`config.mk`:
```
export PLATFORM = sky130hd
export DESIGN_NAME = i2c_stretch_ctrl
export DESIGN_NICKNAME = d
export VERILOG_FILES = /design/src/rtl/i2c_stretch_ctrl.sv
export SDC_FILE = /design/constraint.sdc
export NUM_CORES = 1
export LEC_CHECK = 0
export BUFFER_PORTS_ARGS = -buffer_cell sky130_fd_sc_hd__clkbuf_2
export CAP_MARGIN = 20
export CORE_ASPECT_RATIO = 0.8
export CORE_UTILIZATION = 28
export DETAILED_ROUTE_END_ITERATION = 6
export PLACE_DENSITY = 0.39
export RECOVER_POWER = 100
export SYNTH_ARGS = -nofsm -noshare
export SYNTH_HDL_FRONTEND = slang
export SYNTH_SLANG_ARGS = --single-unit
```
`constraint.sdc`:
```
create_clock -name clk -period 4.45 [get_ports clk]
set_input_delay 0.6675 -clock clk [delete_from_list [all_inputs] [get_ports clk]]
set_output_delay 0.6675 -clock clk [all_outputs]
set_load 0.01 [all_outputs]
```
`src/rtl/i2c_stretch_ctrl.sv`:
```
`timescale 1ns/1ps
module i2c_stretch_ctrl #(
  parameter int CLK_HZ     = 50_000_000,
  parameter int STRETCH_US = 25_000,
  parameter int DLY_SLOW   = 20,
  parameter int DLY_FAST   = 5
) (
  input  logic clk,
  input  logic rst_n,
  input  logic scl_in,
  input  logic sda_in,
  input  logic busy,
  input  logic rate_fast,
  output logic scl_pull,
  output logic stretch_timeout
);
  localparam int TMAX = (CLK_HZ / 1_000_000) * STRETCH_US;
  localparam int TW   = $clog2(TMAX + 1);
  localparam int DMAX = (DLY_SLOW > DLY_FAST) ? DLY_SLOW : DLY_FAST;
  localparam int DW   = $clog2(DMAX + 2);

  logic [1:0]    scl_sy, sda_sy;
  logic          scl_d, sda_d;
  logic          in_xfer, at_start, win, hold, rate_q;
  logic [3:0]    bitcnt;
  logic [DW-1:0] dcnt;
  logic [TW-1:0] tcnt;

  wire scl_s    = scl_sy[1];
  wire sda_s    = sda_sy[1];
  wire scl_rise = scl_s & ~scl_d;
  wire scl_fall = ~scl_s & scl_d;
  wire start_c  = scl_s & scl_d & sda_d & ~sda_s;
  wire stop_c   = scl_s & scl_d & ~sda_d & sda_s;
  wire legal    = in_xfer & scl_fall & (at_start | (bitcnt == 4'd9));
  wire [DW-1:0] dly = rate_q ? DW'(DLY_FAST) : DW'(DLY_SLOW);

  assign scl_pull = hold;

  always_ff @(posedge clk or negedge rst_n) begin
    if (!rst_n) begin
      scl_sy <= 2'b11; sda_sy <= 2'b11;
      scl_d  <= 1'b1;  sda_d  <= 1'b1;
    end else begin
      scl_sy <= {scl_sy[0], scl_in};
      sda_sy <= {sda_sy[0], sda_in};
      scl_d  <= scl_s;
      sda_d  <= sda_s;
    end
  end

  always_ff @(posedge clk or negedge rst_n) begin
    if (!rst_n) begin
      in_xfer <= 1'b0; at_start <= 1'b0; bitcnt <= '0;
      win <= 1'b0; hold <= 1'b0; dcnt <= '0; tcnt <= '0;
      rate_q <= 1'b0; stretch_timeout <= 1'b0;
    end else begin
      stretch_timeout <= 1'b0;
      if (!in_xfer) rate_q <= rate_fast;
      if (start_c) begin
        in_xfer <= 1'b1; at_start <= 1'b1; bitcnt <= '0;
        win <= 1'b0; hold <= 1'b0;
      end else if (stop_c) begin
        in_xfer <= 1'b0; at_start <= 1'b0; bitcnt <= '0;
        win <= 1'b0; hold <= 1'b0;
      end else begin
        if (in_xfer && scl_rise && !at_start) bitcnt <= bitcnt + 4'd1;
        if (hold) begin
          if (!busy) begin
            hold <= 1'b0; win <= 1'b0;
          end else if (tcnt == TW'(TMAX - 1)) begin
            hold <= 1'b0; win <= 1'b0; stretch_timeout <= 1'b1;
          end else begin
            tcnt <= tcnt + 1'b1;
          end
        end else if (legal) begin
          win <= 1'b1; dcnt <= '0;
        end else if (win) begin
          if (scl_rise) win <= 1'b0;
          else if (busy && dcnt >= dly) begin
            hold <= 1'b1; tcnt <= '0;
          end else if (dcnt < dly) dcnt <= dcnt + 1'b1;
        end
        if (legal) begin
          at_start <= 1'b0; bitcnt <= '0;
        end
      end
    end
  end
endmodule


```
# After elaboration in Yosys (flattened, before gate mapping)
# Index checks and enable logic that the tools add are counted.
[totals] reg_bits=42 inputBits=6 out_inout_bits=2 elab_cells=101
[op_classes] n_addsub=3 order_cmp=2 eq_ne=9 mux=44 bitwise=17 n_reduce_logical=13
[ops] operator="21-bit two-way mux" n=7
[ops] operator="5-bit two-way mux" n=6
[ops] operator="1-bit two-way mux" n=27
[ops] operator="21-bit by 1-bit adder with 21-bit output, second input constant" n=1
[ops] operator="21-bit == test, second input constant" n=1
[ops] operator="4-bit two-way mux" n=4
[ops] operator="2-bit != test, second input constant" n=5
[ops] operator="2-bit nonzero test" n=5
[ops] operator="1-bit AND" n=9
[ops] operator="8-bit AND reduction" n=1
[ops] operator="1-bit inverter" n=7
[ops] operator="7-bit AND reduction" n=1
[ops] operator="5-bit by 1-bit adder with 5-bit output, second input constant" n=1
[ops] operator="5-bit greater-or-equal comparator" n=1
[ops] operator="5-bit < comparator" n=1
[ops] operator="5-bit by 2-bit != test with 1-bit output, second input constant" n=1
[ops] operator="4-bit by 1-bit adder with 4-bit output, second input constant" n=1
[ops] operator="4-bit == test, second input constant" n=1
[ops] operator="4-bit nonzero test" n=1
[ops] operator="1-bit logical AND" n=3
[ops] operator="3-bit nonzero test" n=1
[ops] operator="2-bit by 1-bit != test with 1-bit output, second input constant" n=1
[ops] operator="1-bit logical NOT" n=1
[ops] operator="1-bit OR" n=1

# Longest topological paths before layout
# Gate-level depths: netlist of the first run.
[logic_depth] word_depth=10 ltp_mapped=8 depth_no_buf=7

# Worst setup path after synthesis of the first run
# OpenSTA, ideal clock, no wires.
[synth_path] path_type="flip-flop to flip-flop" startpoint="register tcnt[14]" endpoint="register tcnt[12]" setup_ns=0.118 arrival_time_ns=2.022 required_time_ns=4.332 setup_slack_ns=2.310 stages_incl_launch_ff=7 path_buffers=1 synth_period_minus_slack_ns=2.140 path_cell_list="dfrtp_1 or4b_1 or3_4 o21ba_1 buf_6 mux2_4 a21o_1"
[synth_via] elab_chain_len=3
[synth_rtl] element="from (decl)" line="27" source="logic [TW-1:0] tcnt;"
[synth_rtl] element="from (signal assigned)" line="74" source="tcnt <= tcnt + 1'b1;"
[synth_rtl] element="21-bit == test" line="71" source="end else if (tcnt == TW'(TMAX - 1)) begin"
[synth_rtl] element="2-bit != test (no source line)"
[synth_rtl] element="8-bit AND reduction (no source line)"
# Every way passes these cells.
# A chain may end at the register's enable or synchronous reset.

# Worst setup path after layout of the first run
[layout_path] startpoint="register tcnt[14]" endpoint="register tcnt[10]"
# The elaborated chain is that of the path after synthesis.

==> metrics.csv, run 1 <==
metric,value,unit
outcome,"complete, but fails checks",
violations,"capacitance limit, slew limit",
ctsHoldBuffers,0,
postCtsSetupBuffers,0,
port_buffers,7,
core_area,7946,um^2
period_needed,3.259,ns
grt_max_degree,43,
ys_warn_count,0,
setup_viol,0,
die_h,83.00,um
rsz0062_at_grt,no,
syn_area,2296,um^2
fin_worst_skew,0.003224,ns
vias,1751,
ant_nets,0,
synthMuxAreaShare,5.995,%
synth-seq-cells,42,
cts.htree.levels,2,
drtIter0Drc,78,
crit_slowest_cell,o21bai_1,
die-area,8568,um^2
yosysTopAreaCellShare,39.24,%
rows,29,
final.setup.tns,0,ns
critPathKind,reg -> reg,
cp_data_required_time,4.66,ns
groute.usage.overall,12.83,%
dpl.hpwl,3364,um
max_cap_viol_count,2,
start_kind,register,
yosysSeqAreaShare,46.10,%
synth_top_family_by_area,simple AND/OR/NAND/NOR gates,
slew_viol_final,69,
synth_most_common_cell,dfrtp_1,
first_pass_iters,4,
clkTransAtPathRegs,0.09,ns
crit_path_max_fanout,25,
clock_latency,0.29,ns
cts-buffers-inserted,5,
via_per_inst,4.919,
initial_core_util,28.89,%
route.detailed.drc,0,
cts_resized,0,
synth_ff_type,dfrtp_1,
finalCritPeriodShare,73.24,%
cp.arrival,3.47,ns
synth-compound-area-share,15.15,%
yosysUniqueCellTypes,48,
n_antenna_cell,0,
maxSlewHeadroom,-51.33,%
postSynth.asyncResetShare,100.0,%
hold_viol_final,0,
drive_gt1_share,10.48,%
finish.utilization,31.82,%
syn_to_final_growth,10.14,%
slowest_delay,1.30,ns
synthSimpleGateAreaFrac,22.67,%
synth_area_leaders,"dfrtp_1, dfstp_2, nand3_1, nand2_1, o21ai_0",
synth-xor-area-share,2.289,%
syn_avg_cell_area,9.527,um^2
die_w,103.2,um
finalNetCount,259,
cts_max_path_buffers,2,
max_freq,306.8,MHz
grt_pass1_wl,8480,um
num_io_pins,8,
antenna_found_initial,0,
grt_pass1_vias,1668,
grt-ovfl-total,0,
clock-sinks,42,
synth_edf_count,0,
cts_tree,yes,
routed_wl,4972,um
peakVddDrop,0.1196,mV
syn_nets,253,
power_density,317.5,nW/um^2
gp_congestion,0.7116,
fill_cells,813,
cts_root_buf,clkbuf_8,
tightestPinTransition,2.270,ns
netlist_instances,241,
synthAdderAreaFrac,3.270,%
wire_per_inst,13.97,um
ys_top_cells_by_count,"dfrtp_1, nand2_1, nand3_1, o21ai_0, inv_1",
path_cells,or4b_1 -> or3_1 -> o21bai_1 -> nand2_1 -> a31oi_1,
cp-end-kind,register,
hp-class,reg -> reg,
p_leak,1.085,nW
netlist.top_cell.by_area,dfrtp_1,
## state kept, by name, summed over array words and instances, names as in the netlist
register,count
tcnt,21
dcnt,5
bitcnt,4
scl_sy,2
sda_sy,2
at_start,1
in_xfer,1
rate_q,1
scl_d,1
scl_pull,1
sda_d,1
stretch_timeout,1
win,1
## per-layer routing
metal	wire [um]	track usage [%]	vias up
met5	0	0	-
met4	44	3.457	0
met3	109	2.778	5
met2	2017	17.52	17
met1	2800	20.03	848
li1	-	-	881
## cells by family after synthesis
logic type / count (synthesis)
buffers and inverters: 24
AND/OR/NAND/NOR: 100
flip-flops: 42
multiplexers: 12
adder cells (fa/ha/maj): 6
AO/OA/AOI/OAI: 51
XOR/XNOR: 6
## worst max-delay path: cells and delay by family (launching register included)
family	cells	cell delay (ns)
flops	1	0.43
compound gates	2	1.59
simple gates	3	1.16
## layout by cell type (no fill, tap or decap), types with 2 or more instances in the layout
cell        synthesis  final
nand3b_1            2      2
nor2b_1             3      3
xor2_1              5      5
or3_1               5      6
nand4_1             6      6
a22oi_1             3      3
o21ai_0            16     16
o211ai_1            2      2
a31o_2              2      2
mux2_4              3      3
nor3_1              7      7
dfstp_2             6      4
clkbuf_8            0      5
nor3b_1             2      2
clkbuf_2            0      5
nor2_1             11     11
mux2_2              2      2
a22o_1              3      3
clkinvlp_4          0      2
inv_1              14     14
nor4b_1             2      2
clkbuf_1            6      3
a31oi_1             5      5
nand3_1            23     23
o2111ai_1           2      2
dfstp_1             0      2
ha_1                6      6
dfrtp_1            36     36
mux2i_1             7      7
and3_1              2      2
nand2_1            26     26
a21o_1              5      5
and2_1              2      2
nor4_1              2      2
nand2b_1            3      3
a21oi_1             5      5
## where the power goes
part	switching, mW	internal (mW)	leakage (nW)
sequential	0.0236	0.402	0.522
combinational	0.0349	0.0260	0.512
clock	0.149	0.167	0.0504
## worst paths after layout
path                            cells after the start  slack, ns      start   endpoint
worst max-delay path                                5       1.19   tcnt[14]   tcnt[10]
worst min-delay path                                0       0.37  sda_sy[0]  sda_sy[1]
worst max register to register                      5       1.19   tcnt[14]   tcnt[10]
worst min register to register                      0       0.37  sda_sy[0]  sda_sy[1]
max in group asynchronous                           2       2.03      rst_n    tcnt[2]
min in group asynchronous                           2       1.14      rst_n    dcnt[1]
## per-stage QoR
step           worst slack, ns  total power, mW  area (um^2)  hold slack, ns  std cells
3_3_place_gp             1.842           0.4955         2430          0.3471        348
6_report                 1.191           0.8029         2529          0.3656        356
5_1_grt                 0.9014           0.8444         2529          0.3699        356
3_5_place_dp             1.837           0.4971         2430          0.3472        348
2_1_floorplan            2.310           0.4692         2296          0.3452        241
4_1_cts                  1.816           0.8202         2544          0.3615        356
## cell type report
class                      instances  area, um^2  area share (%)
clock buffer                       5       68.82           2.721
tap                              108       135.1           5.344
inverter                          14       52.55           2.078
clock inverter                     3       45.04           1.781
sequential                        42        1059           41.86
multi-input combinational        175        1125           44.48
timing repair buffer               9       43.79           1.732
(Power assumes the default switching activity.)
==> run 2, diff against run 1 <==
==> constraint.sdc (replaced) <==
create_clock -name clk -period 3.34 [get_ports clk]
set_input_delay 0.501 -clock clk [delete_from_list [all_inputs] [get_ports clk]]
set_output_delay 0.501 -clock clk [all_outputs]
set_load 0.01 [all_outputs]
==> metrics.csv, run 2 (same netlist as run 1, synthesis figures left out) <==
metric,value,unit,change
dpl.hpwl,3675,um,+9.3%
drive_gt1_share,10.32,%,-0.17 points
clock-sinks,42,,unchanged
slowest_delay,0.51,ns,-0.79 ns
fin_area,2541,um^2,+0.49%
hp-class,in -> reg,,
power_density,416.7,nW/um^2,+31%
r2r_end,tcnt[17],,
final.setup.tns,0,ns,unchanged
cp-end-kind,register,,
startpoint,tcnt[14],,
first_pass_iters,4,,unchanged
grt_pass1_vias,1821,,+9.2%
grt_pass1_wl,9425,um,+11%
crit_path_max_fanout,14,,-44%
max_freq,380.5,MHz,+24%
dp_cells,352,,+1.1%
finalNetCount,263,,+1.5%
syn_to_final_growth,10.68,%,
start_kind,register,,
tightestPinTransition,1.317,ns,-0.9531 ns
clkTransAtPathRegs,0.09,ns,about the same
groute.usage.overall,14.43,%,+1.6 points
cts_root_buf,clkbuf_8,,
fin_worst_skew,0.004916,ns,+0.001693 ns
cts_resized,0,,unchanged
peakVddDrop,0.1492,mV,+25%
seq_area,1059,um^2,unchanged
p_leak,1.093,nW,+0.73%
drtIter0Drc,89,,+14%
postCtsSetupBuffers,0,,unchanged
whs_path_depth,1,,+1
die_h,83.00,um,unchanged
cts-buffers-inserted,5,,unchanged
antenna_found_initial,0,,unchanged
cp_data_required_time,3.58,ns,-1.08 ns
n_antenna_cell,0,,unchanged
min-delay-start,scl_in,,
maxSlewHeadroom,12.21,%,+64 points
multi_input_area,1121,um^2,-0.33%
hold_ws,0.2798,ns,-0.08575 ns
finish.utilization,31.98,%,+0.16 points
gp_congestion,0.7773,,+9.2%
dpl_cell_area,2460,um^2,+1.2%
stdcell_count,360,,+1.1%
hold-path-endpoint,scl_sy[0],,
largest-register,tcnt,,
rr_startpoint,tcnt[14],,
crit_slowest_cell,or4b_1,,
vias,1790,,+2.2%
reg_top3,"tcnt x21, dcnt x5, bitcnt x4",,
outcome,finished clean,,
layout_common_cells,"dfrtp_1, nand2_1, nand3_1",,
cp_num_buf_inv,1,,+1
reg2reg_depth,6,,+1
fin_ws,0.7117,ns,-0.4790 ns
die-area,8568,um^2,unchanged
cts_max_path_buffers,2,,unchanged
port_buffers,7,,unchanged
period_needed,2.628,ns,-0.6310 ns
cts_tree,yes,,
setup_viol,0,,unchanged
grt_max_degree,26,,-40%
rsz0062_at_grt,no,,
slew_viol_final,0,,-100%
initial_core_util,28.89,%,unchanged
largest_register_ffs,21,,unchanged
fill_cells,815,,+0.25%
finalCritPeriodShare,78.69,%,+5.4 points
dp_slack,0.9333,ns,-0.9042 ns
via_per_inst,4.972,,+1.1%
clock_latency,0.30,ns,about the same
critPathKind,reg -> reg,,
grt-ovfl-total,0,,unchanged
hold_viol_final,0,,unchanged
total_power,1.059,mW,+32%
core_area,7946,um^2,unchanged
max_cap_viol_count,0,,-2
routed_wl,5256,um,+5.7%
ctsHoldBuffers,0,,unchanged
rows,29,,unchanged
cp.arrival,2.87,ns,-0.60 ns
ff2ff_setup_slack,0.71,ns,-0.48 ns
layout_commonest_cell,dfrtp_1,,
path_cells,or4b_1 -> or3_1 -> o21bai_2 -> clkbuf_1 -> a22o_1 -> a21o_1,,
path_delay_family,simple AND/OR/NAND/NOR gates,,
cts.htree.levels,2,,unchanged
ant_nets,0,,unchanged
route.detailed.drc,0,,unchanged
wire_per_inst,14.60,um,+4.5%
num_io_pins,8,,unchanged
die_w,103.2,um,unchanged
[run 2: worst max-delay path by stage]
stage                          end  depth (start not counted)  slack (ns)
after CTS                  tcnt[5]                          6        0.91
after global placement     tcnt[6]                          6        0.92
after floorplan           tcnt[12]                          6        1.20
after detailed placement   tcnt[5]                          6        0.93
after global routing       tcnt[5]                          7        0.46
final                     tcnt[17]                          6        0.71
[run 2: worst reg2reg max path, stage by stage, from the launching register on]
cell and delay, ns:
dfrtp_1 0.43, or4b_1 0.51, or3_1 0.37, o21bai_2 0.50, clkbuf_1 0.43, a22o_1 0.23, a21o_1 0.11
[run 2: power by group]
part | total, mW | switching (mW) | internal (mW)
logic | 0.0801 | 0.0455 | 0.0347
registers | 0.567 | 0.0321 | 0.535
clock network | 0.412 | 0.191 | 0.220
total | 1.06 | 0.269 | 0.790
[run 2: routing by layer]
| metal | share of wire (%) | up-vias | track usage [%] |
|---|---|---|---|
| met5 | 0 | - | 0 |
| met4 | 1.5 | 0 | 5.250 |
| met3 | 4.6 | 8 | 3.367 |
| met2 | 39 | 34 | 19.09 |
| met1 | 55 | 856 | 22.36 |
| li1 | - | 892 | - |
[run 2: final cells by class]
cell class | instances | share of cell area [%]
clock inverter | 3 | 1.576
tap | 108 | 5.318
sequential | 42 | 41.65
inverter | 14 | 2.068
timing repair buffer | 13 | 2.560
clock buffer | 5 | 2.708
multi-input combinational | 175 | 44.12
==> run 3, diff against run 2 <==
--- a/config.mk
+++ b/config.mk
@@ -10,7 +10,7 @@
 export CORE_ASPECT_RATIO = 0.8
 export CORE_UTILIZATION = 28
 export DETAILED_ROUTE_END_ITERATION = 6
-export PLACE_DENSITY = 0.39
+export PLACE_DENSITY = 0.41
 export RECOVER_POWER = 100
 export SYNTH_ARGS = -nofsm -noshare
 export SYNTH_HDL_FRONTEND = slang
==> constraint.sdc (replaced) <==
create_clock -name clk -period 2.1 [get_ports clk]
set_input_delay 0.315 -clock clk [delete_from_list [all_inputs] [get_ports clk]]
set_output_delay 0.315 -clock clk [all_outputs]
set_load 0.01 [all_outputs]
==> metrics.csv, run 3 (same netlist as run 1, synthesis figures left out) <==
metric,value,unit,change
outcome,finished clean,,
crit_path_max_fanout,10,,-4
grt_pass1_wl,9204,um,-2.3%
path_cells,or4b_1 -> or3_4 -> buf_6 -> o21bai_4 -> buf_6 -> a211o_1 -> o211ai_1,,
rows,29,,unchanged
switching_share,25.41,%,+0.029 points
cts_max_path_buffers,2,,unchanged
groute.usage.overall,14.07,%,-0.35 points
largest_register_ffs,21,,unchanged
tightestPinTransition,1.103,ns,-0.2136 ns
slowest_delay,0.51,ns,about the same
route.detailed.drc,0,,unchanged
fin_ws,0.03961,ns,-0.6721 ns
fin_worst_skew,0.003820,ns,-0.001096 ns
cts_root_buf,clkbuf_8,,
wire_per_inst,14.34,um,-1.8%
via_per_inst,4.805,,-3.4%
max_freq,485.3,MHz,+28%
layout_commonest_cell,dfrtp_1,,
gp_congestion,0.7580,,-2.5%
reg_top3,"tcnt x21, dcnt x5, bitcnt x4",,
initial_core_util,28.89,%,unchanged
clock-sinks,42,,unchanged
ant_nets,0,,unchanged
cp-end-kind,register,,
power_density,595.7,nW/um^2,+43%
die_h,83.00,um,unchanged
clock_latency,0.30,ns,about the same
dpl_cell_area,2668,um^2,+8.4%
setup_viol,0,,unchanged
first_pass_iters,4,,unchanged
drive_gt1_share,25.62,%,+15 points
p_leak,1.276,nW,+17%
dpl.hpwl,3922,um,+6.7%
finalCritPeriodShare,98.11,%,+19 points
die-area,8568,um^2,unchanged
cp.arrival,2.24,ns,-0.63 ns
cts.htree.levels,2,,unchanged
max_cap_viol_count,0,,unchanged
peakVddDrop,0.2220,mV,+49%
start_kind,register,,
cell_internal_pwr,1.281,mW,+62%
layout_common_cells,"dfrtp_1, buf_4, nand2_1",,
maxSlewHeadroom,26.45,%,+14 points
num_io_pins,8,,unchanged
grt-ovfl-total,0,,unchanged
vias,1869,,+4.4%
antenna_found_initial,0,,unchanged
ctsHoldBuffers,0,,unchanged
port_buffers,7,,unchanged
routed_wl,5580,um,+6.2%
syn_to_final_growth,25.56,%,
core_area,7946,um^2,unchanged
die_w,103.2,um,unchanged
largest-register,tcnt,,
period_needed,2.060,ns,-0.5679 ns
p_seq_share,52.2,%,-1.4 points
crit_slowest_cell,or4b_1,,
slew_viol_final,0,,unchanged
clock_power_share,37.7,%,-1.2 points
clkTransAtPathRegs,0.08,ns,about the same
finish.utilization,36.28,%,+4.3 points
final.setup.tns,0,ns,unchanged
total_power,1.717,mW,+62%
cp_common_cell,buf_6,,
rsz0062_at_grt,yes,,
cts-buffers-inserted,5,,unchanged
drtIter0Drc,79,,-11%
cts_tree,yes,,
cp_data_required_time,2.28,ns,-1.30 ns
hold_viol_final,0,,unchanged
grt_pass1_vias,1781,,-2.2%
p_sw,0.4363,mW,+62%
hp-class,in -> reg,,
critPathKind,reg -> reg,,
n_antenna_cell,0,,unchanged
p_comb_share,10.0,%,+2.4 points
fin_area,2883,um^2,+13%
grt_max_degree,43,,+65%
finalNetCount,292,,+11%
dp_slack,-0.03598,ns,-0.9693 ns
[run 3: what timing repair did]
action	4_1_cts	5_1_grt
setup buffers	0	2
gates resized for setup	4	17
pin swaps	1	5
gates cloned	0	1
endpoints found under the setup margin	12	25
[run 3: layout make-up]
cell class                 count  area, um^2
tap                          108       135.1
sequential                    42        1059
timing repair buffer          42       314.1
inverter                      14       52.55
clock buffer                   5       68.82
fill                         809        5064
clock inverter                 3       40.04
multi-input combinational    175        1214
[run 3: worst paths after layout]
| path | startpoint | end | slack [ns] | cells after the start |
|---|---|---|---|---|
| setup / recovery | tcnt[4] | tcnt[20] | 0.04 | 7 |
| hold / removal | scl_in | scl_sy[0] | 0.09 | 1 |
| setup reg to reg | tcnt[4] | tcnt[20] | 0.04 | 7 |
| hold reg to reg | sda_sy[0] | sda_sy[1] | 0.36 | 0 |
| max in group asynchronous | rst_n | tcnt[17] | 1.13 | 2 |
| min in group asynchronous | rst_n | tcnt[9] | 0.29 | 2 |
[run 3: metrics by stage]
step / cells / hold slack (ns)
2_1_floorplan: 241 / 0.01941
3_3_place_gp: 378 / 0.3467
3_5_place_dp: 378 / 0.3484
4_1_cts: 386 / 0.07537
5_1_grt: 389 / 0.07734
6_report: 389 / 0.08947
[run 3: power groups by stage]
stage                     registers, mW  logic (mW)  clock network [mW]
after floorplan                   0.900      0.0939                   0
after global placement            0.911       0.163                   0
after detailed placement          0.911       0.168                   0
after CTS                         0.895       0.171               0.676
after global routing              0.904       0.201               0.702
final                             0.897       0.172               0.648
[run 3: per-layer routing]
metal | up-vias | routed length [um] | track usage (%) | share of wire [%]
met5 | - | 0 | 0 | 0
met4 | 0 | 33 | 3.457 | 0.59
met3 | 2 | 120 | 2.778 | 2.2
met2 | 15 | 2387 | 19.58 | 43
met1 | 903 | 3038 | 21.96 | 54
li1 | 949 | - | - | -
[run 3: critical path: cells and delay by family (launching register included)]
kind / cells / cell delay (ns)
AND/OR/NAND/NOR: 2 / 0.86
flip-flops: 1 / 0.39
AO/OA/AOI/OAI: 3 / 0.39
buffers and inverters: 2 / 0.30
